**src/rtl/bus_hold_arbiter_pkg.sv**
```systemverilog
package bus_hold_arbiter_pkg;

  typedef enum logic [2:0] {
    ST_IDLE,
    ST_REQ,
    ST_WAIT_EDGE,
    ST_CAPTURE,
    ST_RELEASE
  } arbState_t;

  // strobes from control to datapath
  typedef struct packed {
    logic holdOn;
    logic ownOn;
    logic drvOn;
    logic irqStart;
    logic errSet;
    logic errClr;
  } arbCmd_t;

  // conditioned status from datapath to control
  typedef struct packed {
    logic flagFall;
    logic ackLow;
    logic fieldRise;
    logic irqBusy;
  } arbStat_t;

endpackage

```
**src/rtl/bus_hold_arbiter_sync.sv**
```systemverilog
module bus_hold_arbiter_sync #(
  parameter int   STAGES  = 2,
  parameter logic RST_VAL = 1'b1
) (
  input  logic clk,
  input  logic rstN,
  input  logic d,
  output logic q
);
  logic [STAGES-1:0] shiftQ;

  always_ff @(posedge clk or negedge rstN) begin
    if (!rstN) shiftQ <= {STAGES{RST_VAL}};
    else       shiftQ <= {shiftQ[STAGES-2:0], d};
  end

  assign q = shiftQ[STAGES-1];
endmodule

```
**src/rtl/bus_hold_arbiter_dp.sv**
```systemverilog
module bus_hold_arbiter_dp
  import bus_hold_arbiter_pkg::*;
#(
  parameter int SYNC_STAGES = 2,
  parameter int IRQ_CYCLES  = 4
) (
  input  logic     clk,
  input  logic     rstN,
  input  logic     hostFlag,
  input  logic     holdAckN,
  input  logic     fieldPar,
  input  arbCmd_t  cmd,
  output arbStat_t stat,
  output logic     holdReqN,
  output logic     irqN,
  output logic     busOwn,
  output logic     drvEn,
  output logic     errFlag
);
  localparam int CNT_W = $clog2(IRQ_CYCLES + 1);

  logic flagSync, ackSync, fieldSync;
  logic flagPrev, fieldPrev;
  logic [CNT_W-1:0] irqCnt;

  // all three asynchronous inputs share one synchroniser shape
  for (genvar g = 0; g < 3; g++) begin : gSync
    logic rawIn, syncOut;
    if (g == 0) begin : gFlag
      assign rawIn = hostFlag;
      assign flagSync = syncOut;
    end else if (g == 1) begin : gAck
      assign rawIn = holdAckN;
      assign ackSync = syncOut;
    end else begin : gField
      assign rawIn = fieldPar;
      assign fieldSync = syncOut;
    end
    bus_hold_arbiter_sync #(
      .STAGES (SYNC_STAGES),
      .RST_VAL((g == 2) ? 1'b0 : 1'b1)
    ) uSync (
      .clk (clk),
      .rstN(rstN),
      .d   (rawIn),
      .q   (syncOut)
    );
  end

  always_ff @(posedge clk or negedge rstN) begin
    if (!rstN) begin
      flagPrev  <= 1'b1;
      fieldPrev <= 1'b0;
    end else begin
      flagPrev  <= flagSync;
      fieldPrev <= fieldSync;
    end
  end

  always_ff @(posedge clk or negedge rstN) begin
    if (!rstN)                irqCnt <= '0;
    else if (cmd.irqStart)    irqCnt <= CNT_W'(IRQ_CYCLES);
    else if (irqCnt != '0)    irqCnt <= irqCnt - CNT_W'(1);
  end

  always_ff @(posedge clk or negedge rstN) begin
    if (!rstN)           errFlag <= 1'b0;
    else if (cmd.errSet) errFlag <= 1'b1;
    else if (cmd.errClr) errFlag <= 1'b0;
  end

  assign stat.flagFall  = flagPrev & ~flagSync;
  assign stat.ackLow    = ~ackSync;
  assign stat.fieldRise = fieldSync & ~fieldPrev;
  assign stat.irqBusy   = (irqCnt != '0);

  assign holdReqN = ~cmd.holdOn;
  assign busOwn   = cmd.ownOn;
  assign drvEn    = cmd.drvOn;
  assign irqN     = (irqCnt == '0);
endmodule

```
**src/rtl/bus_hold_arbiter_ctrl.sv**
```systemverilog
module bus_hold_arbiter_ctrl
  import bus_hold_arbiter_pkg::*;
(
  input  logic     clk,
  input  logic     rstN,
  input  arbStat_t stat,
  input  logic     frameDone,
  output arbCmd_t  cmd
);
  arbState_t stateQ, stateNxt;

  always_ff @(posedge clk or negedge rstN) begin
    if (!rstN) stateQ <= ST_IDLE;
    else       stateQ <= stateNxt;
  end

  always_comb begin
    stateNxt = stateQ;
    cmd      = '0;
    unique case (stateQ)
      ST_IDLE: begin
        if (stat.flagFall) begin
          stateNxt   = ST_REQ;
          cmd.errClr = 1'b1;
        end
      end
      ST_REQ: begin
        cmd.holdOn = 1'b1;
        if (stat.ackLow) stateNxt = ST_WAIT_EDGE;
      end
      ST_WAIT_EDGE: begin
        cmd.holdOn = 1'b1;
        cmd.ownOn  = 1'b1;
        if (!stat.ackLow) begin
          stateNxt   = ST_RELEASE;
          cmd.errSet = 1'b1;
        end else if (stat.fieldRise) begin
          stateNxt = ST_CAPTURE;
        end
      end
      ST_CAPTURE: begin
        cmd.holdOn = 1'b1;
        cmd.ownOn  = 1'b1;
        cmd.drvOn  = 1'b1;
        if (!stat.ackLow) begin
          stateNxt   = ST_RELEASE;
          cmd.errSet = 1'b1;
        end else if (frameDone) begin
          stateNxt     = ST_RELEASE;
          cmd.irqStart = 1'b1;
        end
      end
      ST_RELEASE: begin
        if (!stat.ackLow && !stat.irqBusy) stateNxt = ST_IDLE;
      end
      default: stateNxt = ST_IDLE;
    endcase
  end
endmodule

```
**src/rtl/bus_hold_arbiter.sv**
```systemverilog
module bus_hold_arbiter
  import bus_hold_arbiter_pkg::*;
#(
  parameter int SYNC_STAGES = 2,
  parameter int IRQ_CYCLES  = 4
) (
  input  logic clk,
  input  logic rstN,
  input  logic hostFlag,
  input  logic holdAckN,
  input  logic fieldPar,
  input  logic frameDone,
  output logic holdReqN,
  output logic irqN,
  output logic busOwn,
  output logic drvEn,
  output logic errFlag
);
  arbCmd_t  cmd;
  arbStat_t stat;

  bus_hold_arbiter_ctrl uCtrl (
    .clk      (clk),
    .rstN     (rstN),
    .stat     (stat),
    .frameDone(frameDone),
    .cmd      (cmd)
  );

  bus_hold_arbiter_dp #(
    .SYNC_STAGES(SYNC_STAGES),
    .IRQ_CYCLES (IRQ_CYCLES)
  ) uDp (
    .clk     (clk),
    .rstN    (rstN),
    .hostFlag(hostFlag),
    .holdAckN(holdAckN),
    .fieldPar(fieldPar),
    .cmd     (cmd),
    .stat    (stat),
    .holdReqN(holdReqN),
    .irqN    (irqN),
    .busOwn  (busOwn),
    .drvEn   (drvEn),
    .errFlag (errFlag)
  );
endmodule

```
**config.mk**
```make
export PLATFORM = sky130hd
export DESIGN_NAME = bus_hold_arbiter
export DESIGN_NICKNAME = d
export VERILOG_FILES = /design/src/rtl/bus_hold_arbiter_pkg.sv /design/src/rtl/bus_hold_arbiter_sync.sv /design/src/rtl/bus_hold_arbiter_dp.sv /design/src/rtl/bus_hold_arbiter_ctrl.sv /design/src/rtl/bus_hold_arbiter.sv
export SDC_FILE = /design/constraint.sdc
export NUM_CORES = 1
export LEC_CHECK = 0
export ABC_AREA = 0
export BUFFER_PORTS_ARGS = -buffer_cell sky130_fd_sc_hd__buf_4
export CAP_MARGIN = 20
export CELL_PAD_IN_SITES_DETAIL_PLACEMENT = 0
export CELL_PAD_IN_SITES_GLOBAL_PLACEMENT = 2
export CORE_MARGIN = 3
export CORE_UTILIZATION = 34
export DETAILED_ROUTE_END_ITERATION = 10
export PLACE_DENSITY = 0.76
export SYNTH_ARGS = -nofsm -noshare
export SYNTH_HDL_FRONTEND = slang
export SYNTH_SLANG_ARGS = --single-unit
```
**constraint.sdc**
```tcl
create_clock -name clk -period 1.9 [get_ports clk]
set_clock_uncertainty 0.15 [all_clocks]
set_input_delay 0.095 -clock clk [delete_from_list [all_inputs] [get_ports clk]]
set_output_delay 0.095 -clock clk [all_outputs]
set_load 0.03 [all_outputs]
```
==> results of run 1 <==
==> power by group <==
group / total (mW) / internal, mW / switching, mW
sequential: 0.468 / 0.402 / 0.0663
combinational: 0.443 / 0.198 / 0.245
clock: 0.175 / 0.0779 / 0.0972
==> through the flow <==
step	hold WS (ps)	setup slack, ps
after floorplan	-350.6	26.64
after global placement	-190.8	412.7
after detailed placement	-192.7	339.3
after CTS	37.50	148.5
after global routing	49.32	127.4
final	45.15	256.5
==> layout make-up <==
cell class                      count  area, µm²
Clock buffer                        3      22.52
Clock inverter                      1      5.005
Fill cell                         155      810.8
Inverter                            3      11.26
Multi-Input combinational cell     29      207.7
Sequential cell                    15      381.6
Tap cell                           24      30.03
Timing Repair Buffer               15      125.1
==> worst paths after layout <==
| check | start | endpoint | slack, ps | cells past startpoint |
|---|---|---|---|---|
| max | uDp.irqCnt[0]$_DFFE_PN0P_ | irqN | 260 | 4 |
| min | rstN | uDp.gSync[2].uSync.shiftQ[1]$_DFF_PN0_ | 50 | 2 |
| max reg2reg | uDp.irqCnt[0]$_DFFE_PN0P_ | uCtrl.stateQ[2]$_DFFE_PN0P_ | 350 | 5 |
| min reg2reg | uDp.gSync[0].uSync.shiftQ[0]$_DFF_PN1_ | uDp.gSync[0].uSync.shiftQ[1]$_DFF_PN1_ | 210 | 0 |
| max in group asynchronous | rstN | uDp.flagPrev$_DFF_PN1_ | 1320 | 2 |
| min in group clk | uDp.gSync[0].uSync.shiftQ[0]$_DFF_PN1_ | uDp.gSync[0].uSync.shiftQ[1]$_DFF_PN1_ | 210 | 0 |
==> layout by cell type, fill, tap and decap left out, types with 2 or more instances in the layout <==
| cell type | netlist | final |
|---|---|---|
| nor2_1 | 4 | 4 |
| a211oi_1 | 2 | 2 |
| dlygate4sd3_1 | 0 | 5 |
| nor2b_1 | 4 | 3 |
| clkbuf_4 | 0 | 3 |
| buf_4 | 0 | 10 |
| nor3b_1 | 2 | 2 |
| ha_1 | 2 | 2 |
| dfrtp_1 | 10 | 10 |
| inv_1 | 3 | 3 |
| dfstp_2 | 5 | 5 |
| a21oi_1 | 2 | 2 |
==> state kept, by name, indices dropped and copies added (netlist names) <==
signal	cells
uDp.gSync.uSync.shiftQ	6
uCtrl.stateQ	3
uDp.irqCnt	3
uDp.errFlag	1
uDp.fieldPrev	1
uDp.flagPrev	1
==> cell usage after synthesis, drive strengths merged <==
master | instances | area share, %
a2111oi | 2 | 3.1
a211o | 1 | 1.4
a211oi | 2 | 2.5
a21o | 1 | 1.2
a21oi | 2 | 1.6
a311oi | 1 | 1.4
and2 | 1 | 1.2
and2b | 1 | 1.2
buf | 1 | 1.8
dfrtp | 10 | 41
dfstp | 5 | 22
ha | 2 | 4.1
inv | 3 | 1.8
nand2 | 1 | 0.62
nand2b | 1 | 1.0
nor2 | 4 | 2.5
nor2b | 4 | 4.1
nor3b | 2 | 2.5
o21ai | 1 | 0.82
o21bai | 1 | 1.2
or4b | 1 | 1.6
xnor2 | 1 | 1.4
==> per-layer routing <==
layer  track usage (%)  wire [µm]  up-vias
met5                 0          0        -
li1                  -          -      202
met2             13.99        459       10
met4             1.422          0        0
met1             13.41        468      190
met3             2.454         60        0
==> worst max-delay path, stage by stage (launching register included) <==
cell and delay, ps:
dfrtp_1 360, inv_1 110, ha_1 190, nor2b_2 260
buf_4 210
==> cell families after synthesis <==
kind of cell	after synthesis	synth area share [%]
AND/OR/NAND/NOR	15	14.78
flip-flops	15	62.63
AO/OA/AOI/OAI	11	13.35
buffers and inverters	4	3.696
adder cells (fa/ha/maj)	2	4.106
XOR/XNOR	1	1.438
==> what timing repair did <==
item,in CTS,in global routing
setup endpoints to repair,0,1
hold buffers,5,0
buffers inserted,0,0
resized for setup,0,1
hold endpoints to repair,19,0
==> qor.yml, run 1 <==
outcome:
  status: "complete, no violations"
clock_network:
  cts_sinks: 15
  clkTransAtPathRegs_ps: 90
  cts_root_buf: "clkbuf_4"
  clk_latency_ps: 280
  tritoncts: "done"
  cts_buffer_depth: 2
  numCtsBuffers: 3
  cts.htree.levels: 1
drt:
  wl_um: 987
  dr.pass1.iters: 4
  final_antenna_net_count: 0
  via_per_inst: 4.467
  drtIter0Drc: 4
  drc: 0
  wire_per_inst_um: 10.97
  vias: 402
layout:
  antenna-diode-count: 0
  drive_above_1_share_pct: 31.82
  design_area_um2: 783.3
  final_core_util_pct: 49.14
  nNetsFinal: 75
  areaGrowthSynthToFinish_pct: 28.54
  layout.cells.non_filler: 90
global_routing:
  grt_max_degree: 16
  grt_pass1_vias: 419
  grt-ovfl-total: 0
  grt_usage_pct: 9.198
  grt_first_pass_wirelength_um: 1766
  antenna_found_initial: 0
sta:
  finalSetupViolations: 0
  worstMarginPinSlew_ps: 357.6
  slew_headroom_pct: 75.54
  setup_tns_ps: 0
  finalCriticalPeriod_ps: 1644
  hold_violations: 0
  max_freq_mhz: 608.4
  min_period_over_period_pct: 86.50
  drv_slew: 0
  rsz0062_at_grt: "false"
worst_setup_path:
  startpoint_type: "flop"
  path_max_fanout: 5
  worstPathRequired_ps: 1650
  end_kind: "output port"
  path_class: "reg2out"
  cp.arrival_ps: 1400
floorplan:
  core_area_um2: 1594
  die-area_um2: 2336
  initial_core_util_pct: 38.23
  die_y_um: 48.34
  die_w_um: 48.34
  pin_count: 11
  row_count: 14
yosys:
  synth_warnings: 0
  synth_nets: 56
  synth.avg_cell_area_um2: 12.69
  ys_ff_latch: 15
  seq_area_frac_synth_pct: 62.63
  netlist-cell-type-count: 23
  netlist_instances: 48
  synth_area_um2: 609.3
hold_path:
  hold_class: "in2async"
pwr:
  ir_drop_v: 0.0007339
  total_power_mw: 1.086
  p_per_area_nw_per_um2: 1387
  p_leak_nw: 0.3625
place:
  dp_hpwl_um: 712.6
  gp_congestion: 0.6595
  portBuffers: 10
  placed_cells: 81
  placed_area_um2: 703.2
flow_run:
  cap_viol_max_count: 0
(Power assumes the default switching activity.)
==> run 2, diff against run 1 <==
- SLEW_MARGIN: default -> 25
- clock period: 1.9 -> 1.55 ns (I/O delays scaled with it)
==> run 2 against run 1 <==
Net effect: via count up 8.7%; combinational power grew 66%; utilization increased by 5.3 points; die area stayed put; worst setup slack got worse by 180 ps; register-to-register slack got worse by 250 ps; worst hold slack got worse by 20 ps; critical path depth up 1; final cell count is 7.8% higher; sequential power rose by 17%; clock-buffer cell count is the same; routed wire length up 3.6%.
==> qor.yml, run 2 (same netlist as run 1, synthesis figures left out) <==
global_routing:
  antenna_found_initial: 0  # unchanged
  grt-ovfl-total: 0  # unchanged
  grt_pass1_vias: 452  # +7.9%
  grt_usage_pct: 9.908  # +0.71 points
  grt_first_pass_wirelength_um: 1828  # +3.5%
  grt_max_degree: 16  # unchanged
layout:
  drive_above_1_share_pct: 42.47  # +11 points
  antenna-diode-count: 0  # unchanged
  layout_commonest_cell: "buf_4"
  final_cell_mix: "buf_4, dfrtp_1, dlygate4sd3_1, dfstp_2, nor2_1"
  design_area_um2: 867.1  # +11%
  top_register: "uDp.gSync.uSync.shiftQ"
  final_core_util_pct: 54.40  # +5.3 points
  areaGrowthSynthToFinish_pct: 42.30
  largest_reg_flops: 6  # unchanged
  nNetsFinal: 82  # +9.3%
  reg_top3: "uDp.gSync.uSync.shiftQ (6), uCtrl.stateQ (3), uDp.irqCnt (3)"
clock_network:
  cts.htree.levels: 1  # unchanged
  tritoncts: "done"
  cts_buffer_depth: 2  # unchanged
  cts_root_buf: "clkbuf_4"
  clkTransAtPathRegs_ps: 90  # about the same
  clk_latency_ps: 280  # about the same
  cts_sinks: 15  # unchanged
  numCtsBuffers: 3  # unchanged
floorplan:
  core_area_um2: 1594  # unchanged
  pin_count: 11  # unchanged
  die-area_um2: 2336  # unchanged
  initial_core_util_pct: 38.23  # unchanged
  row_count: 14  # unchanged
  die_y_um: 48.34  # unchanged
  die_w_um: 48.34  # unchanged
place:
  dp_hpwl_um: 725.3  # +1.8%
  portBuffers: 10  # unchanged
  gp_congestion: 0.7311  # +11%
  place_ws_ps: 52.72  # -286.6 ps
  placed_area_um2: 743.2  # +5.7%
drt:
  wl_um: 1023  # +3.6%
  drc: 0  # unchanged
  vias: 437  # +8.7%
  via_per_inst: 4.505  # +0.86%
  dr.pass1.iters: 2  # -2
  final_antenna_net_count: 0  # unchanged
  drtIter0Drc: 2  # -2
  wire_per_inst_um: 10.55  # -3.8%
sta:
  rsz0062_at_grt: "true"
  setup_tns_ps: 0  # unchanged
  max_freq_mhz: 679.5
  slew_headroom_pct: 73.94  # -1.6 points
  worstMarginPinSlew_ps: 381.0  # +23.42 ps
  min_period_over_period_pct: 94.94
  hold_violations: 0  # unchanged
  worst_slack_ps: 78.39  # -178.1 ps
  timing.hold.ws_ps: 25.28  # -19.87 ps
  finalCriticalPeriod_ps: 1472
  finalSetupViolations: 0  # unchanged
  drv_slew: 0  # unchanged
worst_setup_path:
  path_max_fanout: 3  # -2
  reg2reg_to: "uDp.errFlag$_DFFE_PN0P_"
  cp.arrival_ps: 1240  # -160 ps
  crit_family: "flip-flops"
  max_stage_delay_ps: 380  # +20 ps
  cp.depth: 5  # +1
  worst_path_most_repeated_cell: "buf_6"
  worstSetupEndpoint: "irqN"
  startpoint_type: "flop"
  ff2ff_setup_slack_ps: 100  # -250 ps
  path_buf_inv: 3  # +1
  worst-r2r-cell-count: 4  # -1
  path_class: "reg2out"
  r2r_start: "uCtrl.stateQ[2]$_DFFE_PN0P_"
  crit_path_start: "uDp.irqCnt[1]$_DFFE_PN0P_"
  end_kind: "output port"
  cp_slowest_cell: "dfrtp_1"
  crit_chain: "inv_2 -> ha_4 -> nor2b_4 -> buf_6 -> buf_6"
  worstPathRequired_ps: 1320  # -330 ps
pwr:
  p_per_area_nw_per_um2: 1745  # +26%
  switching_share_pct: 36.59  # -1.0 points
  p_seq_share_pct: 36.2  # -6.9 points
  net-switching-power_mw: 0.5535  # +35%
  p_int_mw: 0.9593  # +42%
  p_leak_nw: 0.3974  # +9.6%
  clock_power_share_pct: 15.1  # -1.0 points
  share_comb_of_total_power_pct: 48.7  # +7.9 points
  ir_drop_v: 0.001037  # +41%
flow_run:
  cap_viol_max_count: 0  # unchanged
outcome:
  status: "complete, no violations"
hold_path:
  hold_class: "in2async"
run 2: cell count changes in the layout (fill, tap and decap cells not counted), moves of 2 or more:
cell	previous run	this run
buf_6	0	3
inv_2	0	2
inv_1	3	1
buf_4	10	14
run 2: area by class of cell:
class / instances / area [µm²]
fillers: 133 / 726.9
flip-flops and latches: 15 / 381.6
multi-input cells: 29 / 225.2
repair buffers: 22 / 188.9
well taps: 24 / 30.03
clock buffers: 3 / 22.52
inverters: 3 / 11.26
clock inverters: 1 / 7.507
run 2: layer usage:
layer  global-route usage (%)  up-vias  part of all wire [%]
met2                    17.43       10                    51
met4                    1.422        0                     0
li1                         -      219                     -
met1                    11.00      208                    43
met5                        0        -                     0
met3                    4.908        0                   5.2
run 2: timing repair:
action	in CTS	in global routing
hold buffers	5	0
endpoints found under the setup margin	2	3
hold endpoints to repair	20	0
setup buffers	2	1
resized for setup	7	1
run 2: through the flow:
step           instances  power (mW)
5_1_grt               97       1.628
4_1_cts               97       1.505
6_report              97       1.513
2_1_floorplan         48      0.9727
3_3_place_gp          86       1.179
3_5_place_dp          86       1.178
run 2: worst min path at each step:
stage / startpoint / endpoint / slack, ps / cells past startpoint
detailed placement: rstN / uDp.gSync[2].uSync.shiftQ[0]$_DFF_PN0_ / -210 / 1
floorplan: rstN / uCtrl.stateQ[0]$_DFFE_PN0P_ / -370 / 0
global route: rstN / uDp.gSync[2].uSync.shiftQ[0]$_DFF_PN0_ / 20 / 2
global placement: rstN / uDp.irqCnt[1]$_DFFE_PN0P_ / -210 / 1
CTS: rstN / uDp.gSync[2].uSync.shiftQ[0]$_DFF_PN0_ / 10 / 2
finish: rstN / uDp.irqCnt[1]$_DFFE_PN0P_ / 30 / 2
run 2: power by group through the flow:
stage | Clock [mW] | Sequential, mW | Combinational [mW]
floorplan | 0 | 0.569 | 0.403
global placement | 0 | 0.555 | 0.625
detailed placement | 0 | 0.556 | 0.622
CTS | 0.240 | 0.548 | 0.717
global route | 0.259 | 0.564 | 0.805
finish | 0.228 | 0.548 | 0.736
==> run 3, diff against run 2 <==
- BUFFER_PORTS_ARGS: -buffer_cell sky130_fd_sc_hd__buf_4 -> default
- CORE_UTILIZATION: 34 -> 38
- CTS_BUF_LIST: default -> sky130_fd_sc_hd__clkbuf_8 sky130_fd_sc_hd__clkbuf_16
- DONT_BUFFER_PORTS: default -> 1
- PLACE_DENSITY: 0.76 -> 0.75
- clock period: 1.55 -> 1.4 ns (I/O delays scaled with it)
==> run 3 against run 2 <==
Net effect: the flow now finishes with violations (negative setup slack); critical path type unchanged; die area is 9.3% lower; first-iteration DRC count grew to 8.0 times the previous value; critical endpoint unchanged; flip-flop and latch count stayed put.
==> qor.yml, run 3 (same netlist as run 1, synthesis figures left out) <==
layout:
  drive_above_1_share_pct: 47.06  # +4.6 points
  final_cell_mix: "dfrtp_1, buf_4, dlygate4sd3_1, buf_6, dfstp_2"
  antenna-diode-count: 0  # unchanged
  layout_commonest_cell: "dfrtp_1"
  largest_reg_flops: 6  # unchanged
  nNetsFinal: 77  # -6.1%
  top_register: "uDp.gSync.uSync.shiftQ"
  areaGrowthSynthToFinish_pct: 44.76
  reg_top3: "uDp.gSync.uSync.shiftQ (6), uCtrl.stateQ (3), uDp.irqCnt (3)"
  design_area_um2: 882.1  # +1.7%
  final_core_util_pct: 63.06  # +8.7 points
worst_setup_path:
  cp_slowest_cell: "dfrtp_1"
  r2r_start: "uDp.irqCnt[1]$_DFFE_PN0P_"
  max_stage_delay_ps: 390  # about the same
  worst-r2r-cell-count: 5  # +1
  crit_chain: "inv_2 -> ha_4 -> nor2b_4 -> buf_6 -> buf_6"
  reg2reg_to: "uCtrl.stateQ[2]$_DFFE_PN0P_"
  worst_path_most_repeated_cell: "buf_6"
  path_class: "reg2out"
  ff2ff_setup_slack_ps: -30  # -130 ps
  startpoint_type: "flop"
  path_max_fanout: 4  # +1
  worstPathRequired_ps: 1180  # -140 ps
  end_kind: "output port"
  cp.arrival_ps: 1240  # about the same
hold_path:
  hold_class: "in2async"
outcome:
  violations: "negative setup slack"
  status: "complete, but fails checks"
sta:
  drv_slew: 0  # unchanged
  worstMarginPinSlew_ps: 641.8  # +260.7 ps
  finalCriticalPeriod_ps: 1464
  max_freq_mhz: 683.0
  slew_headroom_pct: 57.07  # -17 points
  min_period_over_period_pct: 104.6
  finalSetupViolations: 4  # +4
  hold_violations: 0  # unchanged
  rsz0062_at_grt: "true"
  worst_slack_ps: -64.08  # -142.5 ps
floorplan:
  pin_count: 11  # unchanged
  die_w_um: 46.05  # -4.7%
  initial_core_util_pct: 43.56  # +5.3 points
  row_count: 13  # -1
  die-area_um2: 2120  # -9.3%
  core_area_um2: 1399  # -12%
  die_y_um: 46.05  # -4.7%
pwr:
  total_power_mw: 1.955  # +29%
  p_leak_nw: 0.3967  # -0.18%
  ir_drop_v: 0.001089  # +5.0%
  p_per_area_nw_per_um2: 2217  # +27%
drt:
  wl_um: 1237  # +21%
  final_antenna_net_count: 0  # unchanged
  dr.pass1.iters: 4  # +2
  via_per_inst: 5.325  # +18%
  wire_per_inst_um: 14.90  # +41%
  drc: 0  # unchanged
  vias: 442  # +1.1%
  drtIter0Drc: 16  # +14
flow_run:
  cap_viol_max_count: 0  # unchanged
place:
  portBuffers: 0  # -10
  gp_congestion: 0.8324  # +14%
  placed_area_um2: 685.7  # -7.7%
  place_ws_ps: -70.47  # -123.2 ps
  dp_hpwl_um: 818  # +13%
global_routing:
  antenna_found_initial: 0  # unchanged
  grt_first_pass_wirelength_um: 1911  # +4.5%
  grt-ovfl-total: 0  # unchanged
  grt_pass1_vias: 457  # +1.1%
  grt_max_degree: 16  # unchanged
  grt_usage_pct: 13.34  # +3.4 points
clock_network:
  cts_sinks: 15  # unchanged
  clk_latency_ps: 240  # -40 ps
  clkTransAtPathRegs_ps: 60  # -30 ps
  numCtsBuffers: 3  # unchanged
  cts_root_buf: "clkbuf_8"
  cts.htree.levels: 1  # unchanged
  tritoncts: "done"
  cts_buffer_depth: 2  # unchanged
[run 3: cell types whose count changed in the layout (fill, tap and decap cells not counted), sizes merged]
cell | before | now
inv | 3 | 4
buf | 17 | 12
clkinvlp | 1 | 0
[run 3: worst max-delay path by stage]
stage                                          from                          end  cells past startpoint
after detailed placement     uDp.flagPrev$_DFF_PN1_  uCtrl.stateQ[0]$_DFFE_PN0P_                      3
after global placement    uDp.irqCnt[0]$_DFFE_PN0P_  uCtrl.stateQ[2]$_DFFE_PN0P_                      5
final                     uDp.irqCnt[1]$_DFFE_PN0P_                         irqN                      5
after global routing      uDp.irqCnt[1]$_DFFE_PN0P_  uCtrl.stateQ[2]$_DFFE_PN0P_                      5
after CTS                    uDp.flagPrev$_DFF_PN1_  uCtrl.stateQ[0]$_DFFE_PN0P_                      3
after floorplan           uDp.irqCnt[0]$_DFFE_PN0P_  uCtrl.stateQ[2]$_DFFE_PN0P_                      5
[run 3: cell type report]
cell class / count / area, µm²
timing repair buffer: 17 / 158.9
clock inverter: 1 / 3.754
multi-input combinational: 29 / 266.5
sequential: 15 / 381.6
fill: 111 / 516.7
inverter: 3 / 11.26
tap: 15 / 18.77
clock buffer: 3 / 41.29
[run 3: what timing repair did]
action	4_1_cts	5_1_grt
setup buffers	1	3
pin swaps	3	3
endpoints found under the setup margin	5	9
hold buffers	5	0
endpoints found under the hold margin	21	0
resized for setup	9	8
[run 3: per-stage QoR]
| step | cells | setup TNS (ps) | hold WS [ps] |
|---|---|---|---|
| 2_1_floorplan | 48 | -52.44 | -375.6 |
| 3_3_place_gp | 70 | 0 | -375.2 |
| 3_5_place_dp | 70 | -98.64 | -375.1 |
| 4_1_cts | 80 | -178.8 | 157.8 |
| 5_1_grt | 83 | -467.2 | 181.2 |
| 6_report | 83 | -142.8 | 145.9 |
[run 3: layer usage]
layer / GRT usage [%] / routed length, µm / vias up
met5: 0 / 0 / -
met4: 2.841 / 0 / 0
met3: 7.115 / 88 / 0
met2: 23.63 / 639 / 17
met1: 13.72 / 509 / 218
li1: - / - / 207
[run 3: report_power, final]
| group | internal (mW) | leakage, nW | switching, mW |
|---|---|---|---|
| Combinational | 0.508 | 0.194 | 0.467 |
| Clock | 0.193 | 0.0269 | 0.133 |
| Sequential | 0.547 | 0.176 | 0.106 |
[run 3: critical path: cells and delay by family, from the launching register on]
| kind | cells | cell delay, ps |
|---|---|---|
| DFF | 1 | 390 |
| buffers and inverters | 3 | 340 |
| and+or+nand+nor | 1 | 140 |
| adders and majority gates | 1 | 130 |
